`config.mk`:
```
export PLATFORM = sky130hd
export DESIGN_NAME = uart_regbank
export DESIGN_NICKNAME = d
export VERILOG_FILES = /design/src/rtl/uart_rb_pkg.sv /design/src/rtl/uart_rb_rx.sv /design/src/rtl/uart_rb_txp.sv /design/src/rtl/uart_rb_irq.sv /design/src/rtl/uart_regbank.sv
export SDC_FILE = /design/constraint.sdc
export NUM_CORES = 1
export LEC_CHECK = 0
export BUFFER_PORTS_ARGS = -buffer_cell sky130_fd_sc_hd__buf_4
export CAP_MARGIN = 5
export CORE_MARGIN = 5
export CORE_UTILIZATION = 60
export DETAILED_ROUTE_END_ITERATION = 10
export GPL_TIMING_DRIVEN = 0
export PLACE_DENSITY = 0.85
export SLEW_MARGIN = 10
export SYNTH_ARGS = -nofsm -noshare
export SYNTH_HDL_FRONTEND = slang
export SYNTH_HIERARCHICAL = 1
export SYNTH_SLANG_ARGS = --single-unit
```
`constraint.sdc`:
```
create_clock -name clk -period 4.5 [get_ports clk]
set_clock_uncertainty 0.1 [all_clocks]
set_input_delay 0.225 -clock clk [delete_from_list [all_inputs] [get_ports clk]]
set_output_delay 0.225 -clock clk [all_outputs]
set_load 0.02 [all_outputs]
```
`src/rtl/uart_rb_pkg.sv`:
```
package uart_rb_pkg;
    localparam int ADDR_W = 3;
    localparam int DATA_W = 8;
    localparam int DIV_W  = 2 * DATA_W;
    localparam int IER_W  = 4;
    localparam int MCR_W  = 5;

    localparam logic [ADDR_W-1:0] OFS_DATA = 3'd0;
    localparam logic [ADDR_W-1:0] OFS_IEN  = 3'd1;
    localparam logic [ADDR_W-1:0] OFS_IID  = 3'd2;
    localparam logic [ADDR_W-1:0] OFS_LCTL = 3'd3;
    localparam logic [ADDR_W-1:0] OFS_MCTL = 3'd4;
    localparam logic [ADDR_W-1:0] OFS_LSTA = 3'd5;
    localparam logic [ADDR_W-1:0] OFS_MSTA = 3'd6;
    localparam logic [ADDR_W-1:0] OFS_SCR  = 3'd7;

    localparam logic [DATA_W-1:0] IID_NONE = 8'h01;
    localparam logic [DATA_W-1:0] IID_TXE  = 8'h02;
    localparam logic [DATA_W-1:0] IID_RXD  = 8'h04;

    localparam int LCTL_DIVBIT = 7;
    localparam int MCTL_LOOP   = 4;

    typedef enum logic {RX_EMPTY, RX_FULL} rx_state_e;
    typedef enum logic {TXP_IDLE, TXP_ARMED} txp_state_e;
endpackage

```
`src/rtl/uart_rb_rx.sv`:
```
module uart_rb_rx
    import uart_rb_pkg::*;
#(
    parameter int W = DATA_W
) (
    input  logic         clk,
    input  logic         rst_n,
    input  logic         rx_valid,
    input  logic [W-1:0] rx_byte,
    input  logic         brk_evt,
    input  logic         hold_rd,
    output logic [W-1:0] hold_byte,
    output logic         data_rdy,
    output logic         brk_flag,
    output logic         rx_ready
);
    rx_state_e state_q, state_d;
    logic [W-1:0] byte_q, byte_d;
    logic brk_q, brk_d;

    always_ff @(posedge clk or negedge rst_n) begin
        if (!rst_n) begin
            state_q <= RX_EMPTY;
            byte_q  <= '0;
            brk_q   <= 1'b0;
        end else begin
            state_q <= state_d;
            byte_q  <= byte_d;
            brk_q   <= brk_d;
        end
    end

    always_comb begin
        state_d = state_q;
        byte_d  = byte_q;
        brk_d   = brk_q;
        unique case (state_q)
            RX_EMPTY: begin
                if (brk_evt) begin
                    state_d = RX_FULL;
                    byte_d  = '0;
                    brk_d   = 1'b1;
                end else if (rx_valid) begin
                    state_d = RX_FULL;
                    byte_d  = rx_byte;
                end
            end
            RX_FULL: begin
                if (brk_evt) begin
                    byte_d = '0;
                    brk_d  = 1'b1;
                end else if (hold_rd) begin
                    state_d = RX_EMPTY;
                    brk_d   = 1'b0;
                end
            end
            default: state_d = RX_EMPTY;
        endcase
    end

    assign hold_byte = byte_q;
    assign data_rdy  = (state_q == RX_FULL);
    assign brk_flag  = brk_q;
    assign rx_ready  = (state_q == RX_EMPTY);

    // a held byte is not overwritten by offered bytes
    a_r9_hold_kept: assert property (@(posedge clk) disable iff (!rst_n)
        (data_rdy && !brk_evt) |=> (hold_byte == $past(hold_byte)));
    // reading the holder drains it unless a break lands
    a_r8_read_drains: assert property (@(posedge clk) disable iff (!rst_n)
        (data_rdy && hold_rd && !brk_evt) |=> (!data_rdy && !brk_flag));
    // a break always leaves zero held with both flags
    a_r10_break_load: assert property (@(posedge clk) disable iff (!rst_n)
        brk_evt |=> (data_rdy && brk_flag && hold_byte == '0));
endmodule

```
`src/rtl/uart_rb_txp.sv`:
```
module uart_rb_txp
    import uart_rb_pkg::*;
(
    input  logic clk,
    input  logic rst_n,
    input  logic arm_thr,
    input  logic arm_ien,
    input  logic iid_tx_rd,
    output logic tx_pend
);
    txp_state_e state_q, state_d;

    always_ff @(posedge clk or negedge rst_n) begin
        if (!rst_n) state_q <= TXP_IDLE;
        else        state_q <= state_d;
    end

    always_comb begin
        state_d = state_q;
        unique case (state_q)
            TXP_IDLE:  if (arm_thr || arm_ien) state_d = TXP_ARMED;
            TXP_ARMED: if (iid_tx_rd && !arm_thr && !arm_ien) state_d = TXP_IDLE;
            default:   state_d = TXP_IDLE;
        endcase
    end

    assign tx_pend = (state_q == TXP_ARMED);

    // arming events always leave the flag set
    a_r5_arm: assert property (@(posedge clk) disable iff (!rst_n)
        (arm_thr || arm_ien) |=> tx_pend);
    // an identification read showing the transmit code disarms
    a_r6_disarm: assert property (@(posedge clk) disable iff (!rst_n)
        (iid_tx_rd && !arm_thr && !arm_ien) |=> !tx_pend);
endmodule

```
`src/rtl/uart_rb_irq.sv`:
```
module uart_rb_irq
    import uart_rb_pkg::*;
#(
    parameter int W = DATA_W
) (
    input  logic         data_rdy,
    input  logic         tx_pend,
    input  logic         en_rx,
    input  logic         en_tx,
    output logic [W-1:0] iid,
    output logic         irq
);
    always_comb begin
        if (data_rdy && en_rx)      iid = IID_RXD;
        else if (tx_pend && en_tx)  iid = IID_TXE;
        else                        iid = IID_NONE;
    end

    assign irq = (iid != IID_NONE);

    // a receive condition always outranks the transmit one
    always_comb begin
        if (data_rdy && en_rx)
            a_r4_rx_first: assert (iid != IID_TXE);
    end
endmodule

```
`src/rtl/uart_regbank.sv`:
```
module uart_regbank
    import uart_rb_pkg::*;
(
    input  logic        clk,
    input  logic        rst_n,
    input  logic [2:0]  bus_addr,
    input  logic [7:0]  bus_wdata,
    input  logic        bus_wr,
    input  logic        bus_rd,
    output logic [7:0]  bus_rdata,
    output logic        tx_valid,
    output logic [7:0]  tx_byte,
    input  logic        rx_valid,
    input  logic [7:0]  rx_byte,
    output logic        rx_ready,
    input  logic        brk_evt,
    output logic        irq
);
    logic [DATA_W-1:0] lctl_q, msta_q, scr_q;
    logic [DIV_W-1:0]  div_q;
    logic [IER_W-1:0]  ien_q;
    logic [MCR_W-1:0]  mctl_q;

    logic div_mode;
    logic wr_data, wr_ien, wr_divlo, wr_divhi;
    logic rd_hold, rd_iid;
    logic [DATA_W-1:0] hold_byte, iid, lsta, msta_view;
    logic data_rdy, brk_flag, tx_pend, rx_take;

    assign div_mode = lctl_q[LCTL_DIVBIT];
    assign wr_data  = bus_wr && bus_addr == OFS_DATA && !div_mode;
    assign wr_divlo = bus_wr && bus_addr == OFS_DATA &&  div_mode;
    assign wr_ien   = bus_wr && bus_addr == OFS_IEN  && !div_mode;
    assign wr_divhi = bus_wr && bus_addr == OFS_IEN  &&  div_mode;
    assign rd_hold  = bus_rd && bus_addr == OFS_DATA && !div_mode;
    assign rd_iid   = bus_rd && bus_addr == OFS_IID;
    assign rx_take  = rx_valid && rx_ready;

    always_ff @(posedge clk or negedge rst_n) begin
        if (!rst_n) begin
            lctl_q <= '0;
            msta_q <= '0;
            scr_q  <= '0;
            div_q  <= '0;
            ien_q  <= '0;
            mctl_q <= '0;
        end else begin
            if (wr_divlo) div_q[DATA_W-1:0]     <= bus_wdata;
            if (wr_divhi) div_q[DIV_W-1:DATA_W] <= bus_wdata;
            if (wr_ien)   ien_q                 <= bus_wdata[IER_W-1:0];
            if (bus_wr) begin
                unique case (bus_addr)
                    OFS_LCTL: lctl_q <= bus_wdata;
                    OFS_MCTL: mctl_q <= bus_wdata[MCR_W-1:0];
                    OFS_MSTA: msta_q <= bus_wdata;
                    OFS_SCR:  scr_q  <= bus_wdata;
                    default:  ;
                endcase
            end
        end
    end

    uart_rb_rx #(.W(DATA_W)) u_rx (
        .clk(clk), .rst_n(rst_n),
        .rx_valid(rx_take), .rx_byte(rx_byte), .brk_evt(brk_evt),
        .hold_rd(rd_hold), .hold_byte(hold_byte), .data_rdy(data_rdy),
        .brk_flag(brk_flag), .rx_ready(rx_ready)
    );

    uart_rb_txp u_txp (
        .clk(clk), .rst_n(rst_n),
        .arm_thr(wr_data), .arm_ien(wr_ien),
        .iid_tx_rd(rd_iid && iid == IID_TXE),
        .tx_pend(tx_pend)
    );

    uart_rb_irq #(.W(DATA_W)) u_irq (
        .data_rdy(data_rdy), .tx_pend(tx_pend),
        .en_rx(ien_q[0]), .en_tx(ien_q[1]),
        .iid(iid), .irq(irq)
    );

    assign lsta = {1'b0, 1'b1, 1'b1, brk_flag, 3'b000, data_rdy};
    assign msta_view = mctl_q[MCTL_LOOP]
        ? {mctl_q[3], mctl_q[2], mctl_q[0], mctl_q[1], 4'b0000}
        : msta_q;

    always_comb begin
        unique case (bus_addr)
            OFS_DATA: bus_rdata = div_mode ? div_q[DATA_W-1:0] : hold_byte;
            OFS_IEN:  bus_rdata = div_mode ? div_q[DIV_W-1:DATA_W]
                                           : {{(DATA_W-IER_W){1'b0}}, ien_q};
            OFS_IID:  bus_rdata = iid;
            OFS_LCTL: bus_rdata = lctl_q;
            OFS_MCTL: bus_rdata = {{(DATA_W-MCR_W){1'b0}}, mctl_q};
            OFS_LSTA: bus_rdata = lsta;
            OFS_MSTA: bus_rdata = msta_view;
            default:  bus_rdata = scr_q;
        endcase
    end

    assign tx_valid = wr_data;
    assign tx_byte  = bus_wdata;

    // divisor-mode writes never emit a transmit strobe
    a_r2_no_tx_in_div: assert property (@(posedge clk) disable iff (!rst_n)
        (bus_wr && div_mode) |-> !tx_valid);
    // handshake ready tracks the holder being empty
    a_r9_ready: assert property (@(posedge clk) disable iff (!rst_n)
        rx_ready == !lsta[0]);
    // kept enable bits come only from the written nibble
    a_r3_ien_mask: assert property (@(posedge clk) disable iff (!rst_n)
        wr_ien |=> (ien_q == $past(bus_wdata[IER_W-1:0])));
    // writes at offset 5 leave the break/ready status untouched
    a_r12_lsta_ro: assert property (@(posedge clk) disable iff (!rst_n)
        (bus_wr && bus_addr == OFS_LSTA && !brk_evt && !rx_take && !bus_rd)
        |=> $stable(lsta));
endmodule

```
Word level (Yosys, flattened, before mapping)
Index checks and enable logic that the tools add are counted.
{"block": "classes", "bitwise": 2, "reduce_logical": 26, "eq_ne": 13, "mux": 22}
{"operator": "$mux 8", "n": 7}
{"operator": "$pmux 8 s7", "n": 1}
{"operator": "$pmux 8 s2", "n": 1}
{"operator": "$logic_and 1x1->1", "n": 15}
{"operator": "$eq 3x3->1 const B", "n": 4}
{"operator": "$reduce_and 2->1", "n": 6}
{"operator": "$mux 1", "n": 9}
{"operator": "$eq 8x2->1 const B", "n": 1}
{"operator": "$ne 8x1->1 const B", "n": 1}
{"operator": "$eq 3x2->1 const B", "n": 2}
{"operator": "$pmux 1 s2", "n": 3}
{"operator": "$eq 3x1->1 const B", "n": 1}
{"operator": "$logic_not 1->1", "n": 3}
{"operator": "$logic_not 3->1", "n": 1}
{"operator": "$ne 3x1->1 const B", "n": 1}
{"operator": "$ne 3x3->1 const B", "n": 1}
{"operator": "$mux 2", "n": 1}
{"operator": "$ne 2x1->1 const B", "n": 1}
{"operator": "$ne 2x2->1 const B", "n": 1}
{"operator": "$not 1->1", "n": 2}
{"operator": "$logic_or 1x1->1", "n": 1}
{"block": "word_totals", "output_inout_bits": 19, "input_bits": 25, "register_bits": 60}

Longest topological paths before layout
{"block": "logic_depth", "ltp_word": 9, "ltp_mapped": 6, "ltp_nobuf": 5}

Cells and area by module
The synthesis kept the hierarchy.
{"mod": "uart_regbank", "cells_per_inst": 225, "seq_area_each_um2": 1226.2, "n_inst": 1, "area_each_um2": 2653.8}
{"mod": "uart_rb_rx", "cells_per_inst": 43, "seq_area_each_um2": 250.2, "n_inst": 1, "area_each_um2": 483.0}
{"mod": "uart_rb_irq", "cells_per_inst": 11, "seq_area_each_um2": 0.0, "n_inst": 1, "area_each_um2": 80.1}
{"mod": "uart_rb_txp", "cells_per_inst": 4, "seq_area_each_um2": 25.0, "n_inst": 1, "area_each_um2": 37.5}

Worst setup path before layout
OpenSTA, ideal clock, no wires.
{"block": "synth_path", "kind": "input to output", "startpoint": "input port bus_addr[1]", "endpoint": "output port bus_rdata[5]", "required_time_ns": 4.175, "setup_slack_ns": 2.682, "path_stages": 5, "t_arrival_ns": 1.493, "n_path_buf": 2, "cell_sequence": "buf_2 -> or3_1 -> clkbuf_1 -> o22a_1 -> a31oi_1"}
{"block": "synth_between", "elab_chain_len": 2}
{"element": "start: declaration", "line_no": "uart_regbank.sv:6", "rtl": "input logic [2:0] bus_addr,"}
{"element": "$eq 3x3->1, or another cell as far along", "line_no": "uart_regbank.sv:89", "rtl": "unique case (bus_addr)"}
{"element": "$pmux 8 s7 *", "line_no": "uart_regbank.sv:89"}
{"element": "end: declaration", "line_no": "uart_regbank.sv:10", "rtl": "output logic [7:0] bus_rdata,"}
Every way passes the cells marked *; elsewhere a longest branch is shown, timed or not.

Worst setup path after layout
{"block": "layout_path", "startpoint": "register mctl_q[4]", "endpoint": "output port bus_rdata[4]"}
{"block": "layout_between", "elab_chain_len": 2}
{"element": "start: declaration", "line_no": "uart_regbank.sv:22", "rtl": "logic [MCR_W-1:0] mctl_q;"}
{"element": "start signal: assignment", "line_no": "uart_regbank.sv:54", "rtl": "OFS_MCTL: mctl_q <= bus_wdata[MCR_W-1:0];"}
{"element": "$mux 8", "line_no": "uart_regbank.sv:85", "rtl": "? {mctl_q[3], mctl_q[2], mctl_q[0], mctl_q[1], 4'b0000}"}
{"element": "$pmux 8 s7 *", "line_no": "uart_regbank.sv:89"}
Marks and branches as above.

==> metrics.md <==
| Metric | Value |
|---|---|
| Outcome | complete, no violations |
| Worst setup SP type | flip-flop |
| Largest net degree at the start of global routing | 61 |
| Post-detailed-route wirelength per cell | 19.2 microns |
| Detail Route Antenna Nets | 0 |
| RSZ-0062 raised after global routing | no |
| Reg2reg path depth | 6 |
| Synth Flop Type | dfrtp_1 |
| Chip Width | 83.6 microns |
| CP max FO | 6 |
| Worst-path cell chain | clkbuf_1, nor2b_1, a2111oi_0, o32a_1, buf_4 |
| Min-Delay Startpoint | bus_wdata[6] |
| TritonCTS Buffers | 9 |
| Die area | 7000 sq um |
| TritonCTS clock tree | done |
| Total track usage | 0.243 |
| Worst reg-to-reg setup slack | 2.64 ns |
| CP Capture Type | output pin |
| Total routed wirelength | 7970 microns |
| Vias | 2519 |
| Max-slew violations | 0 |
| Htree depth | 3 |
| Worst path bufs/invs | 2 |
| Most numerous cell in the Yosys netlist | dfrtp_1 |
| Reg2Reg Launch Point | u_rx/data_rdy |
| Via density | 6.07 |
| Row cnt | 26 |
| Total negative slack | 0 ns |
| Layout cells sized above 1 | 0.388 |
| Total global routing overflow | 0 |
| Post-Synthesis Cells | 283 |
| Max-slew headroom | 0.422 |
| Endpoints failing setup | 0 |
| Worst Setup SP | mctl_q[4] |
| I/O pin total | 44 |
| Post-synth cell types | 50 |
| Area leader, netlist | dfrtp_1 |
| Hold Path Class | primary input to flip-flop |
| Synth area leaders | dfrtp_1 46%, mux2_2 15%, mux2i_1 4.9% |
| Remaining DRCs | 0 |
| I/O Buffers | 41 |
| WP data arrival | 2.19 ns |
| Layout Cells excl Fill | 415 |
| Max Freq | 398 MHz |
| Max-Cap Viols | 0 |
| Post-synth ARST share | 1.00 |
| P per Cell Area | 407 nW/um^2 |
| Dpl cells | 398 |
| Crit path max-delay cell type | a2111oi_0 |
| DP HPWL | 5640 microns |
| Measured slew at the worst slew-check pin | 0.862 ns |
| Total leakage power | 1.75 nW |
| Commonest cells in the netlist | 60 x dfrtp_1, 42 x mux2_2, 16 x mux2i_1 |
| Worst-skew pair later-pin latency | 0.34 ns |
| Crit-path leading delay family | compound AO/OA/AOI/OAI gates |
| Fin. Hold Viols | 0 |
| Share of the synthesized area in the top cell type | 0.461 |
| Slowest cell delay on critical path | 0.54 ns |
| VDD IR-drop max | 0.000248 V |
| ANT cells | 0 |
| WP depth | 5 |
| Synth warnings | 6 |
| Vias in the first global route | 2637 |
| Routability-driven placement congestion ratio | 0.934 |
| Initial cell density of the core | 0.629 |
| Final period utilization | 0.559 |
| Post-CTS Setup Inserts | 0 |
| Clock root cell | clkbuf_8 |
| Crit path kind | flip-flop to output pin |
| Core area | 5170 sq um |
| Drt initial violations | 276 |
| Layout area overhead | 17.9% |
| Avg Inst Size Synth | 11.5 sq um |
| First-pass iteration count of the detailed router | 5 |
| CTS clk-pin slew, worst paths | 0.06 ns |
| Worst Hold Depth | 2 |
| Req. time, crit path | 4.18 ns |
| Register area share after synthesis | 0.461 |
| Synthesized cell area | 3250 sq um |
| Die H | 83.6 microns |
| Clock buffer depth | 2 |
| First-pass GRT wire length | 13400 microns |
| NumNets Final | 365 |
| Min Clock Period, post-route | 2.51 ns |
| Post-synth EDFFs | 0 |
| # clock sinks | 60 |
| Synth Register Bits | 60 |
| Initial antenna violation count | 0 |
==> registers in the layout, indices dropped and copies added (netlist names) <==
signal	cells
ien_q	4
div_q	16
u_rx/brk_flag	1
u_rx/hold_byte	8
mctl_q	5
msta_q	8
scr_q	8
u_txp/tx_pend	1
u_rx/data_rdy	1
lctl_q	8
==> logic make-up after synthesis <==
| logic type | synth area share |
|---|---|
| AO/OA/AOI/OAI | 0.104 |
| other | 0.00115 |
| multiplexers | 0.231 |
| buffers and inverters | 0.0638 |
| AND/OR/NAND/NOR | 0.138 |
| flip-flops | 0.461 |
==> routing by layer <==
layer	vias to the layer above	share of wire	track usage
met4	0	0.029	0.118
met5	-	0	0
met2	125	0.47	0.381
li1	1133	-	-
met3	21	0.071	0.0573
met1	1240	0.43	0.316
==> layout make-up <==
type	instances	area (sq um)
tap	70	87.6
clock inverter	2	10.0
buffer	29	181
inverter	7	26.3
timing repair buffer	42	318
fill	352	1340
clock buffer	14	153
multi-input combinational	191	1560
sequential	60	1500
==> worst register-to-register path, delay by kind of cell (launching register included) <==
family	cells	cell delay, ns
buf+inv	3	0.55
flops	1	0.42
simple gates	2	0.42
compound gates	1	0.26
==> cells in the final DEF, fill, tap and decap left out, types with 2 or more instances in the layout <==
| cell type | n |
|---|---|
| nand2_1 | 15 |
| a21oi_1 | 7 |
| mux2_2 | 42 |
| a21boi_0 | 2 |
| inv_1 | 7 |
| mux2_4 | 8 |
| mux2i_1 | 16 |
| nand4bb_1 | 8 |
| nand3_1 | 4 |
| nor3b_1 | 2 |
| nor3_2 | 2 |
| a311oi_1 | 2 |
| o22a_1 | 2 |
| a221oi_1 | 2 |
| o21ai_0 | 8 |
| buf_4 | 56 |
| or3_1 | 2 |
| o21ai_1 | 8 |
| clkbuf_8 | 10 |
| buf_2 | 7 |
| nor2b_1 | 5 |
| dfrtp_1 | 60 |
| clkinv_2 | 2 |
| nor2_1 | 13 |
| a22oi_1 | 2 |
| o22ai_1 | 4 |
| nand2b_1 | 8 |
| buf_1 | 2 |
| o32a_1 | 4 |
| clkbuf_1 | 8 |
| conb_1 | 5 |
==> metrics by stage <==
stage / hold WS (ns) / utilization / worst slack, ns / cell area [sq um] / total power (W)
4_1_cts: 0.0547 / 0.742 / 1.99 / 3840 / 0.00157
6_report: 0.0574 / 0.742 / 1.99 / 3840 / 0.00156
3_5_place_dp: 0.235 / 0.709 / 2.34 / 3660 / 0.00115
2_1_floorplan: -0.171 / - / 2.68 / 3270 / 0.00102
3_3_place_gp: 0.229 / 0.709 / 2.38 / 3660 / 0.00113
5_1_grt: 0.0443 / 0.742 / 1.82 / 3840 / 0.00165
==> power breakdown <==
part / switching, W / internal, W / total, W / leakage, nW
combinational: 0.000190 / 0.000227 / 0.000417 / 0.934
sequential: 0.0000755 / 0.000659 / 0.000734 / 0.735
clock: 0.000197 / 0.000214 / 0.000410 / 0.0844
total: 0.000462 / 0.00110 / 0.00156 / 1.75
==> worst paths after layout <==
path / to
max: bus_rdata[4]
min: div_q[14]
max reg2reg: u_rx/data_rdy
min in group asynchronous: u_rx/hold_byte[7]
max in group asynchronous: u_rx/hold_byte[2]
min reg2reg: u_rx/brk_flag
==> what timing repair did <==
action / 4_1_cts / 5_1_grt
endpoints found under the hold margin: 60 / 0
endpoints found under the setup margin: 0 / 0
hold buffers: 1 / 0
resized for setup: 0 / 0
No activity file was read; power rests on OpenSTA's default activity.
